$ cat src/rtl/flash_sr_pkg.sv
package flash_sr_pkg;

  typedef enum logic [2:0] {
    CMD_OTHER  = 3'd0,
    CMD_WREN   = 3'd1,
    CMD_WRDI   = 3'd2,
    CMD_ARM    = 3'd3,
    CMD_WRSR   = 3'd4,
    CMD_WSTART = 3'd5,
    CMD_WDONE  = 3'd6
  } sr_cmd_e;

  typedef enum logic [1:0] {
    SPAN_BYTE   = 2'd0,
    SPAN_SECTOR = 2'd1,
    SPAN_BLOCK  = 2'd2,
    SPAN_BLOCK2 = 2'd3
  } span_e;

  // Field positions inside the status byte
  localparam int SR_BUSY  = 0;
  localparam int SR_WEL   = 1;
  localparam int SR_LVL_L = 2;
  localparam int SR_LVL_H = 4;
  localparam int SR_RSV   = 5;
  localparam int SR_AAI   = 6;
  localparam int SR_LOCK  = 7;
  localparam int LVL_W    = SR_LVL_H - SR_LVL_L + 1;

  localparam logic [LVL_W-1:0] LVL_RESET = '1;

endpackage

$ cat src/rtl/sr_arm_tracker.sv
// Remembers whether the most recent command event may arm a status write.
module sr_arm_tracker
  import flash_sr_pkg::*;
(
  input  logic       clk,
  input  logic       rst_n,
  input  logic       cmd_valid,
  input  logic [2:0] cmd_code,
  output logic       armed
);

  always_ff @(posedge clk or negedge rst_n) begin
    if (!rst_n) begin
      armed <= 1'b0;
    end else if (cmd_valid) begin
      armed <= (cmd_code == CMD_WREN) || (cmd_code == CMD_ARM);
    end
  end

endmodule

$ cat src/rtl/sr_lock_regs.sv
// Writable status fields: protection level, lock bit, write-enable latch.
module sr_lock_regs
  import flash_sr_pkg::*;
(
  input  logic             clk,
  input  logic             rst_n,
  input  logic             cmd_valid,
  input  logic [2:0]       cmd_code,
  input  logic [7:0]       cmd_data,
  input  logic             armed,
  input  logic             busy_in,
  input  logic             wp_n,
  output logic [LVL_W-1:0] level,
  output logic             lock,
  output logic             wel
);

  logic is_wrsr;
  logic pin_lock;
  logic wrsr_take;

  assign is_wrsr   = cmd_valid && (cmd_code == CMD_WRSR);
  assign pin_lock  = !wp_n && lock;
  assign wrsr_take = is_wrsr && armed && !busy_in && !pin_lock;

  always_ff @(posedge clk or negedge rst_n) begin
    if (!rst_n) begin
      level <= LVL_RESET;
      lock  <= 1'b0;
    end else if (wrsr_take) begin
      level <= cmd_data[SR_LVL_H:SR_LVL_L];
      lock  <= cmd_data[SR_LOCK];
    end
  end

  always_ff @(posedge clk or negedge rst_n) begin
    if (!rst_n) begin
      wel <= 1'b0;
    end else if (cmd_valid) begin
      unique case (cmd_code)
        CMD_WREN:            wel <= 1'b1;
        CMD_WRDI, CMD_WDONE: wel <= 1'b0;
        CMD_WRSR:            if (wrsr_take) wel <= 1'b0;
        default:             wel <= wel;
      endcase
    end
  end

endmodule

$ cat src/rtl/sr_range_guard.sv
// Flags a target range that overlaps the upper-fraction protected region.
module sr_range_guard
  import flash_sr_pkg::*;
#(
  parameter int ADDR_W   = 19,
  parameter int SECTOR_W = 12,
  parameter int BLOCK_W  = 16
) (
  input  logic [LVL_W-1:0]  level,
  input  logic [ADDR_W-1:0] tgt_addr,
  input  logic [1:0]        tgt_span,
  output logic              hit
);

  localparam logic [ADDR_W:0]   FULL     = {1'b1, {ADDR_W{1'b0}}};
  localparam logic [ADDR_W-1:0] SEC_MASK = {{(ADDR_W-SECTOR_W){1'b0}}, {SECTOR_W{1'b1}}};
  localparam logic [ADDR_W-1:0] BLK_MASK = {{(ADDR_W-BLOCK_W){1'b0}}, {BLOCK_W{1'b1}}};
  localparam int NFRAC = 3;

  // Start address of the protected top fraction for levels 1..NFRAC
  logic [ADDR_W:0] frac_start [NFRAC+1];

  assign frac_start[0] = FULL;
  for (genvar g = 1; g <= NFRAC; g++) begin : g_frac
    assign frac_start[g] = FULL - (FULL >> (NFRAC + 1 - g));
  end

  logic [ADDR_W-1:0] span_mask;
  logic [ADDR_W-1:0] end_addr;
  logic [ADDR_W:0]   prot_start;

  always_comb begin
    unique case (tgt_span)
      SPAN_BYTE:   span_mask = '0;
      SPAN_SECTOR: span_mask = SEC_MASK;
      default:     span_mask = BLK_MASK;
    endcase
  end

  assign end_addr = tgt_addr | span_mask;

  always_comb begin
    if (level[LVL_W-1]) begin
      prot_start = '0;
    end else begin
      prot_start = frac_start[level[1:0]];
    end
  end

  assign hit = (level != '0) && ({1'b0, end_addr} >= prot_start);

endmodule

$ cat src/rtl/flash_status_guard.sv
module flash_status_guard
  import flash_sr_pkg::*;
#(
  parameter int ADDR_W   = 19,
  parameter int SECTOR_W = 12,
  parameter int BLOCK_W  = 16
) (
  input  logic              clk,
  input  logic              rst_n,
  input  logic              cmd_valid,
  input  logic [2:0]        cmd_code,
  input  logic [7:0]        cmd_data,
  input  logic              busy_in,
  input  logic              aai_in,
  input  logic              wp_n,
  input  logic [ADDR_W-1:0] tgt_addr,
  input  logic [1:0]        tgt_span,
  output logic [7:0]        status_byte,
  output logic              wel,
  output logic              wr_permit,
  output logic              chip_erase_ok
);

  logic             armed;
  logic [LVL_W-1:0] level;
  logic             lock;
  logic             wel_q;
  logic             prot_hit;

  sr_arm_tracker u_arm (
    .clk       (clk),
    .rst_n     (rst_n),
    .cmd_valid (cmd_valid),
    .cmd_code  (cmd_code),
    .armed     (armed)
  );

  sr_lock_regs u_regs (
    .clk       (clk),
    .rst_n     (rst_n),
    .cmd_valid (cmd_valid),
    .cmd_code  (cmd_code),
    .cmd_data  (cmd_data),
    .armed     (armed),
    .busy_in   (busy_in),
    .wp_n      (wp_n),
    .level     (level),
    .lock      (lock),
    .wel       (wel_q)
  );

  sr_range_guard #(
    .ADDR_W   (ADDR_W),
    .SECTOR_W (SECTOR_W),
    .BLOCK_W  (BLOCK_W)
  ) u_range (
    .level    (level),
    .tgt_addr (tgt_addr),
    .tgt_span (tgt_span),
    .hit      (prot_hit)
  );

  always_comb begin
    status_byte                   = '0;
    status_byte[SR_BUSY]          = busy_in;
    status_byte[SR_WEL]           = wel_q;
    status_byte[SR_LVL_H:SR_LVL_L] = level;
    status_byte[SR_RSV]           = 1'b0;
    status_byte[SR_AAI]           = aai_in;
    status_byte[SR_LOCK]          = lock;
  end

  assign wel           = wel_q;
  assign wr_permit     = wel_q && !prot_hit;
  assign chip_erase_ok = wel_q && (level == '0);

endmodule

$ cat config.mk
export PLATFORM = sky130hd
export DESIGN_NAME = flash_status_guard
export DESIGN_NICKNAME = d
export VERILOG_FILES = /design/src/rtl/flash_sr_pkg.sv /design/src/rtl/sr_arm_tracker.sv /design/src/rtl/sr_lock_regs.sv /design/src/rtl/sr_range_guard.sv /design/src/rtl/flash_status_guard.sv
export SDC_FILE = /design/constraint.sdc
export NUM_CORES = 1
export LEC_CHECK = 0
export BUFFER_PORTS_ARGS = -buffer_cell sky130_fd_sc_hd__buf_2
export CORE_UTILIZATION = 34
export CTS_BUF_LIST = sky130_fd_sc_hd__clkbuf_4
export DETAILED_ROUTE_END_ITERATION = 12
export GPL_TIMING_DRIVEN = 0
export PLACE_DENSITY = 0.74
export SETUP_SLACK_MARGIN = 0.02
export SKIP_LAST_GASP = 1
export SLEW_MARGIN = 30
export SYNTH_ARGS = -nofsm -noshare
export SYNTH_HDL_FRONTEND = slang
export SYNTH_HIERARCHICAL = 1
export SYNTH_SLANG_ARGS = --single-unit
$ cat constraint.sdc
create_clock -name clk -period 2.26 [get_ports clk]
set_input_delay 0.113 -clock clk [delete_from_list [all_inputs] [get_ports clk]]
set_output_delay 0.113 -clock clk [all_outputs]
set_load 0.1 [all_outputs]
==> run metrics, run 1 <==
Hold Worst Slack=0.09474 ns; Layout Skew=0.005204 ns; syn_area_per_cell=10.08 um^2; Tmin final=2.479 ns; simple-gate share of the synthesized area=27.09%; clock sinks=6; setup ws final=-0.2187 ns; Util after Layout=63.87%; total CTS buffers=3; CP endpoint kind=output pin; first-pass GRT wire length=2180 um; commonest non-fill, non-tap cell in the layout=buf_2; vias after detailed routing=583; crit-path cells=inv_4 -> ha_4 -> nand2b_4 -> ha_4 -> nor4b_4 -> and3_4 -> nand3_2 -> a21oi_2 -> nor2b_4 -> buf_12; largest net degree at the start of global routing=8; Max VDD drop=0.6403 mV; CTS root buf=clkbuf_4; critical path type=reg -> out; post-synthesis adder-cell area fraction=11.29%; P per Cell Area=768.0 nW/um^2; P_int=0.3733 mW; Routed WL=1406 um; Yosys reg bits=6; Synth-to-Final Area Change=73.59%; crit path from=u_regs/level[1]; Congestion Overflow GR=0; Die Span Y=42.38 um; Vias/cell=4.818; reg2reg setup slack=0.74 ns; Final Cycle Share=109.7%; ant diodes=0; sequential cell area=162.7 um^2; I/O pins=49; Arr. time, crit path=2.37 ns; Netlist cell types=28; wire length on met1=536 um; htree depth=1; outcome=finished, violations left; RePlAce Congestion=0.6864; Max Buffers Root-to-Sink=2; std cell rows=14; Top Layer Used=met3; top cells by area, synth=dfstp_2, dfrtp_1, ha_1; Worst-Skew Late Latency=0.25 ns; total core area=1506 um^2; Clk pin slew, worst setup/hold paths=0.05 ns; multiplexer share of the synthesized area=10.84%; layout cell share with drive strength beyond 1=73.33%; Clk pwr share=16.7%; Fillers=129; Mapped Nets=98; Pleak=0.4872 nW; worst hold path type=in -> reg; post-synthesis xor/xnor area fraction=1.580%; failing checks=negative setup slack; R2R Path Start=u_arm/armed; switching share of power=49.48%; Crit path required time=2.15 ns; largest family of logic cells by synthesized area=simple AND/OR/NAND/NOR gates; met2 wire length=798 um; initial antenna violation count=0; Final Hold Fails=0; crit path to=wr_permit; overall routing resource usage=16.68%; crit-path most repeated cell=ha_4; Logic pwr share=63.0%; max incr delay on CP=0.63 ns; met3 wire len=72 um; number of global-route vias before repair=534; DIE AREA=1796 um^2; Psw=0.3657 mW; maximum clock frequency=403.4 MHz; synth warn=6; FF-to-FF path depth=4; PortBufs=42; Reg-to-Reg End=u_regs/lock; # DRC=0; sequential area share after synthesis=27.77%; RSZ-0062 raised after global routing=yes; Die Wd=42.38 um; TritonCTS clock tree=yes; CP max FO=3; top cell type by total area after synthesis=dfstp_2; drt initial violations=3; final-report max-slew violation count=0; Post-DRT Antenna Nets=0; instance count of the mapped netlist=55; commonest non-fill, non-tap cells in the layout=buf_2, buf_4, inv_1, clkbuf_4, mux2_4; drt wl/cell=11.62 um; area of the multi-input gates=417.9 um^2; MaxCap Viol Count=0; nets=149; Final setup viols=1; sequential power share=20.4%; post-synth top area share=14.22%; Startpoint Class=flip-flop; Mapped Area=554.3 um^2; Synth Area in Compound Gates=8.352%; drt pass-1 iters=3; critical path's slowest cell=dfstp_4; Starting Density=36.79%; post-DP HPWL=1090 um
power groups by stage:
| stage | sequential [mW] | clock, mW | combinational, mW |
|---|---|---|---|
| 5_1_grt | 0.153 | 0.134 | 0.487 |
| 3_3_place_gp | 0.158 | 0 | 0.389 |
| 2_1_floorplan | 0.229 | 0 | 0.254 |
| 3_5_place_dp | 0.158 | 0 | 0.396 |
| 4_1_cts | 0.150 | 0.128 | 0.444 |
| 6_report | 0.151 | 0.123 | 0.465 |
Yosys cell counts:
cell and n:
or4_1 1, nand4b_1 1, nand3_1 1, buf_4 5, conb_1 1, dfrtp_1 3, ha_1 5, o21ai_0 1
xnor2_1 1, nor4b_1 1, dfstp_2 3, inv_1 7, nor2b_1 3, a21oi_1 2, nor4_2 1, buf_2 1
nor4_1 1, a221oi_1 1, nand2b_1 1, o311ai_0 2, mux2_4 4, and3_1 1, nor4b_2 2, nor4_4 1
nand3b_1 1, nor2_1 2, o21ai_1 1, nand2_1 1
area by class of cell:
cell class	count	area share (%)
multi-input combinational	36	43.43
buffer	6	4.421
clock buffer	4	3.121
sequential	6	16.91
tap	16	2.081
timing repair buffer	46	26.79
inverter	7	3.251
worst min path at each step:
stage                     slack [ns]  cells past startpoint               to         from
after global placement         -0.06                      1      u_arm/armed        rst_n
after CTS                       0.09                      2      u_regs/lock  cmd_data[7]
after detailed placement       -0.06                      1      u_regs/lock        rst_n
after floorplan                -0.18                      0      u_arm/armed        rst_n
final                           0.09                      2      u_regs/lock  cmd_data[7]
after global routing            0.09                      2  u_regs/level[2]  cmd_data[4]
layer usage:
layer | up-vias | global-route usage (%)
met5 | - | 0
met4 | 0 | 1.875
li1 | 290 | -
met1 | 273 | 17.11
met2 | 20 | 31.38
met3 | 0 | 7.759
critical path, delay by kind of cell (launching register included):
kind / cells / cell delay (ns)
and+or+nand+nor: 5 / 0.58
DFF: 1 / 0.63
AOI/OAI and AO/OA: 1 / 0.17
buffers and inverters: 2 / 0.21
adders and majority gates: 2 / 0.53
per-stage QoR:
step           setup WS [ns]  setup TNS, ns  std cells  area [um^2]  power, mW
4_1_cts              -0.2433        -0.2433        121        928.4     0.7214
3_3_place_gp         -0.1122        -0.1122        113        830.8     0.5469
6_report             -0.2187        -0.2187        121        962.2     0.7390
3_5_place_dp         -0.1687        -0.1687        113        830.8     0.5540
2_1_floorplan        -0.2408        -0.2408         55        600.6     0.4823
5_1_grt              -0.2976        -0.2976        121        962.2     0.7745
repair_timing:
item | 4_1_cts | 5_1_grt
endpoints found under the setup margin | 1 | 1
gates resized for setup | 7 | 4
pin swaps | 4 | 2
hold buffers | 1 | 0
endpoints found under the hold margin | 6 | 0
buffers inserted | 3 | 0
sequential cells by signal (all words and copies together) (netlist names):
register	cells
u_arm/armed	1
u_regs/lock	1
u_regs/level	3
u_regs/wel	1
kinds of logic (layout without fill, tap and decap cells):
kind of cell	count (synthesis)	count (layout)
AOI/OAI and AO/OA	7	7
buffers and inverters	13	63
other	1	1
xor gates and xnor gates	1	1
and+or+nand+nor	18	18
adders and majority gates	5	5
DFF	6	6
muxes	4	4
Note: power is estimated with default switching activity, not from simulation.
==> run 2, diff against run 1 <==
--- a/config.mk
+++ b/config.mk
@@ -10,11 +10,10 @@
 export CTS_BUF_LIST = sky130_fd_sc_hd__clkbuf_4
 export DETAILED_ROUTE_END_ITERATION = 12
 export GPL_TIMING_DRIVEN = 0
-export PLACE_DENSITY = 0.74
+export PLACE_DENSITY = 0.75
 export SETUP_SLACK_MARGIN = 0.02
 export SKIP_LAST_GASP = 1
 export SLEW_MARGIN = 30
 export SYNTH_ARGS = -nofsm -noshare
 export SYNTH_HDL_FRONTEND = slang
-export SYNTH_HIERARCHICAL = 1
 export SYNTH_SLANG_ARGS = --single-unit
==> run metrics, run 2 <==
setup TNS=-0.2396 ns (was -0.2187 ns); final-report max-slew violation count=0 (unchanged); drt initial violations=3 (unchanged); Hold Worst Slack=0.08729 ns (was 0.09474 ns); vias after detailed routing=589 (was 583); Post-DRT Antenna Nets=0 (unchanged); largest net degree at the start of global routing=7 (was 8); post-synth top area share=15.04% (was 14.22%); Tmin final=2.500 ns (was 2.479 ns); htree depth=1 (unchanged); number of global-route vias before repair=505 (was 534); maximum clock frequency=400.1 MHz (was 403.4 MHz); Crit path required time=2.15 ns (about the same); area of the multi-input gates=427.9 um^2 (was 417.9 um^2); drt pass-1 iters=2 (was 3); I/O pins=49 (unchanged); Logic pwr share=66.0% (was 63.0%); Clk pin slew, worst setup/hold paths=0.05 ns (about the same); Final Hold Fails=0 (unchanged); Vias/cell=4.908 (was 4.818); Worst-Skew Late Latency=0.24 ns (was 0.25 ns); Starting Density=38.37% (was 36.79%); Routed WL=1429 um (was 1406 um); top cell type by total area after synthesis=dfstp_2 (unchanged); initial antenna violation count=0 (unchanged); ant diodes=0 (unchanged); FF-to-FF path depth=4 (unchanged); Final setup viols=1 (unchanged); # DRC=0 (unchanged); Max VDD drop=0.6828 mV (was 0.6403 mV); Main synth FF type=dfstp_2 (unchanged); instance count of the mapped netlist=56 (was 55); RePlAce Congestion=0.6537 (was 0.6864); post-DP HPWL=1101 um (was 1090 um); Clk pwr share=14.7% (was 16.7%); Final Cycle Share=110.6% (was 109.7%); commonest non-fill, non-tap cell in the layout=buf_2 (unchanged); critical path type=reg -> out (unchanged); Netlist cell types=22 (was 28); Fillers=110 (was 129); Reg-to-Reg End=u_regs.lock (was u_regs/lock); Largest Register=u_regs.level (was u_regs/level); Mapped Nets=100 (was 98); Congestion Overflow GR=0 (unchanged); switching share of power=51.02% (was 49.48%); most frequent cells after synthesis=ha_1, inv_1, buf_4, mux2_4, nand2_1 (was inv_1, buf_4, ha_1, mux2_4); Mapped Area=524.3 um^2 (was 554.3 um^2); clock sinks=6 (unchanged); failing checks=negative setup slack (unchanged); worst hold path type=in -> reg (unchanged); Yosys reg bits=6 (unchanged); worst path bufs/invs=2 (unchanged); crit path to=wr_permit (unchanged); TritonCTS clock tree=yes (unchanged); sequential area share after synthesis=29.36% (was 27.77%); Die Wd=41.27 um (was 42.38 um); crit-path cells=inv_4 -> ha_4 -> nand2b_4 -> ha_4 -> nor4b_4 -> nand3_2 -> nor4b_4 -> a211oi_4 -> buf_12 (was inv_4 -> ha_4 -> nand2b_4 -> ha_4 -> nor4b_4 -> and3_4 -> nand3_2 -> a21oi_2 -> nor2b_4 -> buf_12); CTS root buf=clkbuf_4 (unchanged); nets=150 (was 149); overall routing resource usage=18.11% (was 16.68%); total core area=1366 um^2 (was 1506 um^2); sequential cell area=162.7 um^2 (unchanged); R2R Path Start=u_regs.lock (was u_arm/armed); Max Buffers Root-to-Sink=2 (unchanged); EDFF count, synth=0 (unchanged); crit path from=u_regs.level[0] (was u_regs/level[1]); DIE AREA=1703 um^2 (was 1796 um^2); CP max FO=2 (was 3); first-pass GRT wire length=1980 um (was 2180 um); MaxCap Viol Count=0 (unchanged); Startpoint Class=flip-flop (unchanged); top cells by area, synth=dfstp_2, dfrtp_1, ha_1 (unchanged); Psw=0.4101 mW (was 0.3657 mW); critical path's slowest cell=dfstp_4 (unchanged); Die Span Y=41.27 um (was 42.38 um); synth warn=0 (was 6); Arr. time, crit path=2.39 ns (was 2.37 ns); CP endpoint kind=output pin (unchanged); Layout Skew=0.008753 ns (was 0.005204 ns); std cell rows=13 (was 14); reg2reg setup slack=0.50 ns (was 0.74 ns); Critical Path Stages=9 (was 10); CP delay by family, top=simple AND/OR/NAND/NOR gates (was flip-flops); PortBufs=42 (unchanged); P_int=0.3937 mW (was 0.3733 mW); drt wl/cell=11.91 um (was 11.62 um); Synth-to-Final Area Change=82.10% (was 73.59%); setup ws final=-0.2396 ns (was -0.2187 ns); total CTS buffers=3 (unchanged); max incr delay on CP=0.63 ns (about the same); commonest non-fill, non-tap cells in the layout=buf_2, buf_4 (was buf_2, buf_4, inv_1, clkbuf_4, mux2_4); P per Cell Area=842.0 nW/um^2 (was 768.0 nW/um^2); Pleak=0.4852 nW (was 0.4872 nW); Largest register FFs=3 (unchanged); outcome=finished, violations left (unchanged); sequential power share=19.3% (was 20.4%); ys async rst share=100.0% (unchanged); layout cell share with drive strength beyond 1=73.33% (unchanged); syn_area_per_cell=9.362 um^2 (was 10.08 um^2); RSZ-0062 raised after global routing=yes (unchanged)
==> run 2: worst min-delay path by stage <==
stage                      startpoint           to  slack [ns]  cells after the start
after floorplan                 rst_n  u_arm.armed       -0.18                      0
after global routing      cmd_code[2]  u_arm.armed        0.09                      2
after CTS                 cmd_code[2]  u_arm.armed        0.08                      2
after detailed placement        rst_n  u_arm.armed       -0.06                      1
final                     cmd_code[2]  u_arm.armed        0.09                      2
after global placement          rst_n  u_arm.armed       -0.06                      1
==> run 2: kinds of logic (layout without fill, tap and decap cells) <==
kind of cell / after synthesis / after routing / share of synthesized area, %
and+or+nand+nor: 21 / 21 / 25.30
DFF: 6 / 6 / 29.36
other: 1 / 1 / 0.7153
muxes: 4 / 4 / 11.46
AOI/OAI and AO/OA: 7 / 7 / 7.399
buffers and inverters: 11 / 60 / 11.46
adders and majority gates: 6 / 6 / 14.32
==> run 2: area by class of cell <==
| type | count | share of cell area [%] |
|---|---|---|
| Buffer | 5 | 3.932 |
| Clock buffer | 4 | 3.145 |
| Inverter | 6 | 2.883 |
| Multi-Input combinational cell | 39 | 44.82 |
| Sequential cell | 6 | 17.04 |
| Tap cell | 15 | 1.966 |
| Timing Repair Buffer | 45 | 26.21 |
==> run 2: power groups by stage <==
stage / clock network (mW) / registers (mW) / logic, mW
floorplan: 0 / 0.247 / 0.295
global placement: 0 / 0.159 / 0.447
detailed placement: 0 / 0.159 / 0.455
CTS: 0.121 / 0.155 / 0.499
global route: 0.129 / 0.158 / 0.560
finish: 0.118 / 0.155 / 0.531
==> run 2: per-layer routing <==
metal / wire length, um / part of all wire (%) / global-route usage [%]
met1: 523 / 37 / 20.93
met2: 863 / 60 / 34.77
met5: 0 / 0 / 0
met3: 41 / 2.9 / 1.630
met4: 0 / 0 / 4.839
==> run 2: per-stage QoR <==
stage | utilization (%) | worst slack [ns] | std cells | power, mW | cell area, um^2
after CTS | 66.76 | -0.2414 | 120 | 0.7754 | 912.1
after global placement | 60.07 | -0.1776 | 113 | 0.6059 | 820.8
after global routing | 69.87 | -0.3215 | 120 | 0.8476 | 954.7
after floorplan | - | -0.4069 | 56 | 0.5425 | 591.8
after detailed placement | 60.07 | -0.1873 | 113 | 0.6144 | 820.8
final | 69.87 | -0.2396 | 120 | 0.8038 | 954.7
==> run 2: repair_timing <==
item / CTS / global route
hold buffers: 1 / 0
pin swaps: 3 / 3
hold endpoints to repair: 6 / 0
gates resized for setup: 7 / 5
setup endpoints to repair: 1 / 1
gates cloned: 0 / 0
buffers inserted: 2 / 0
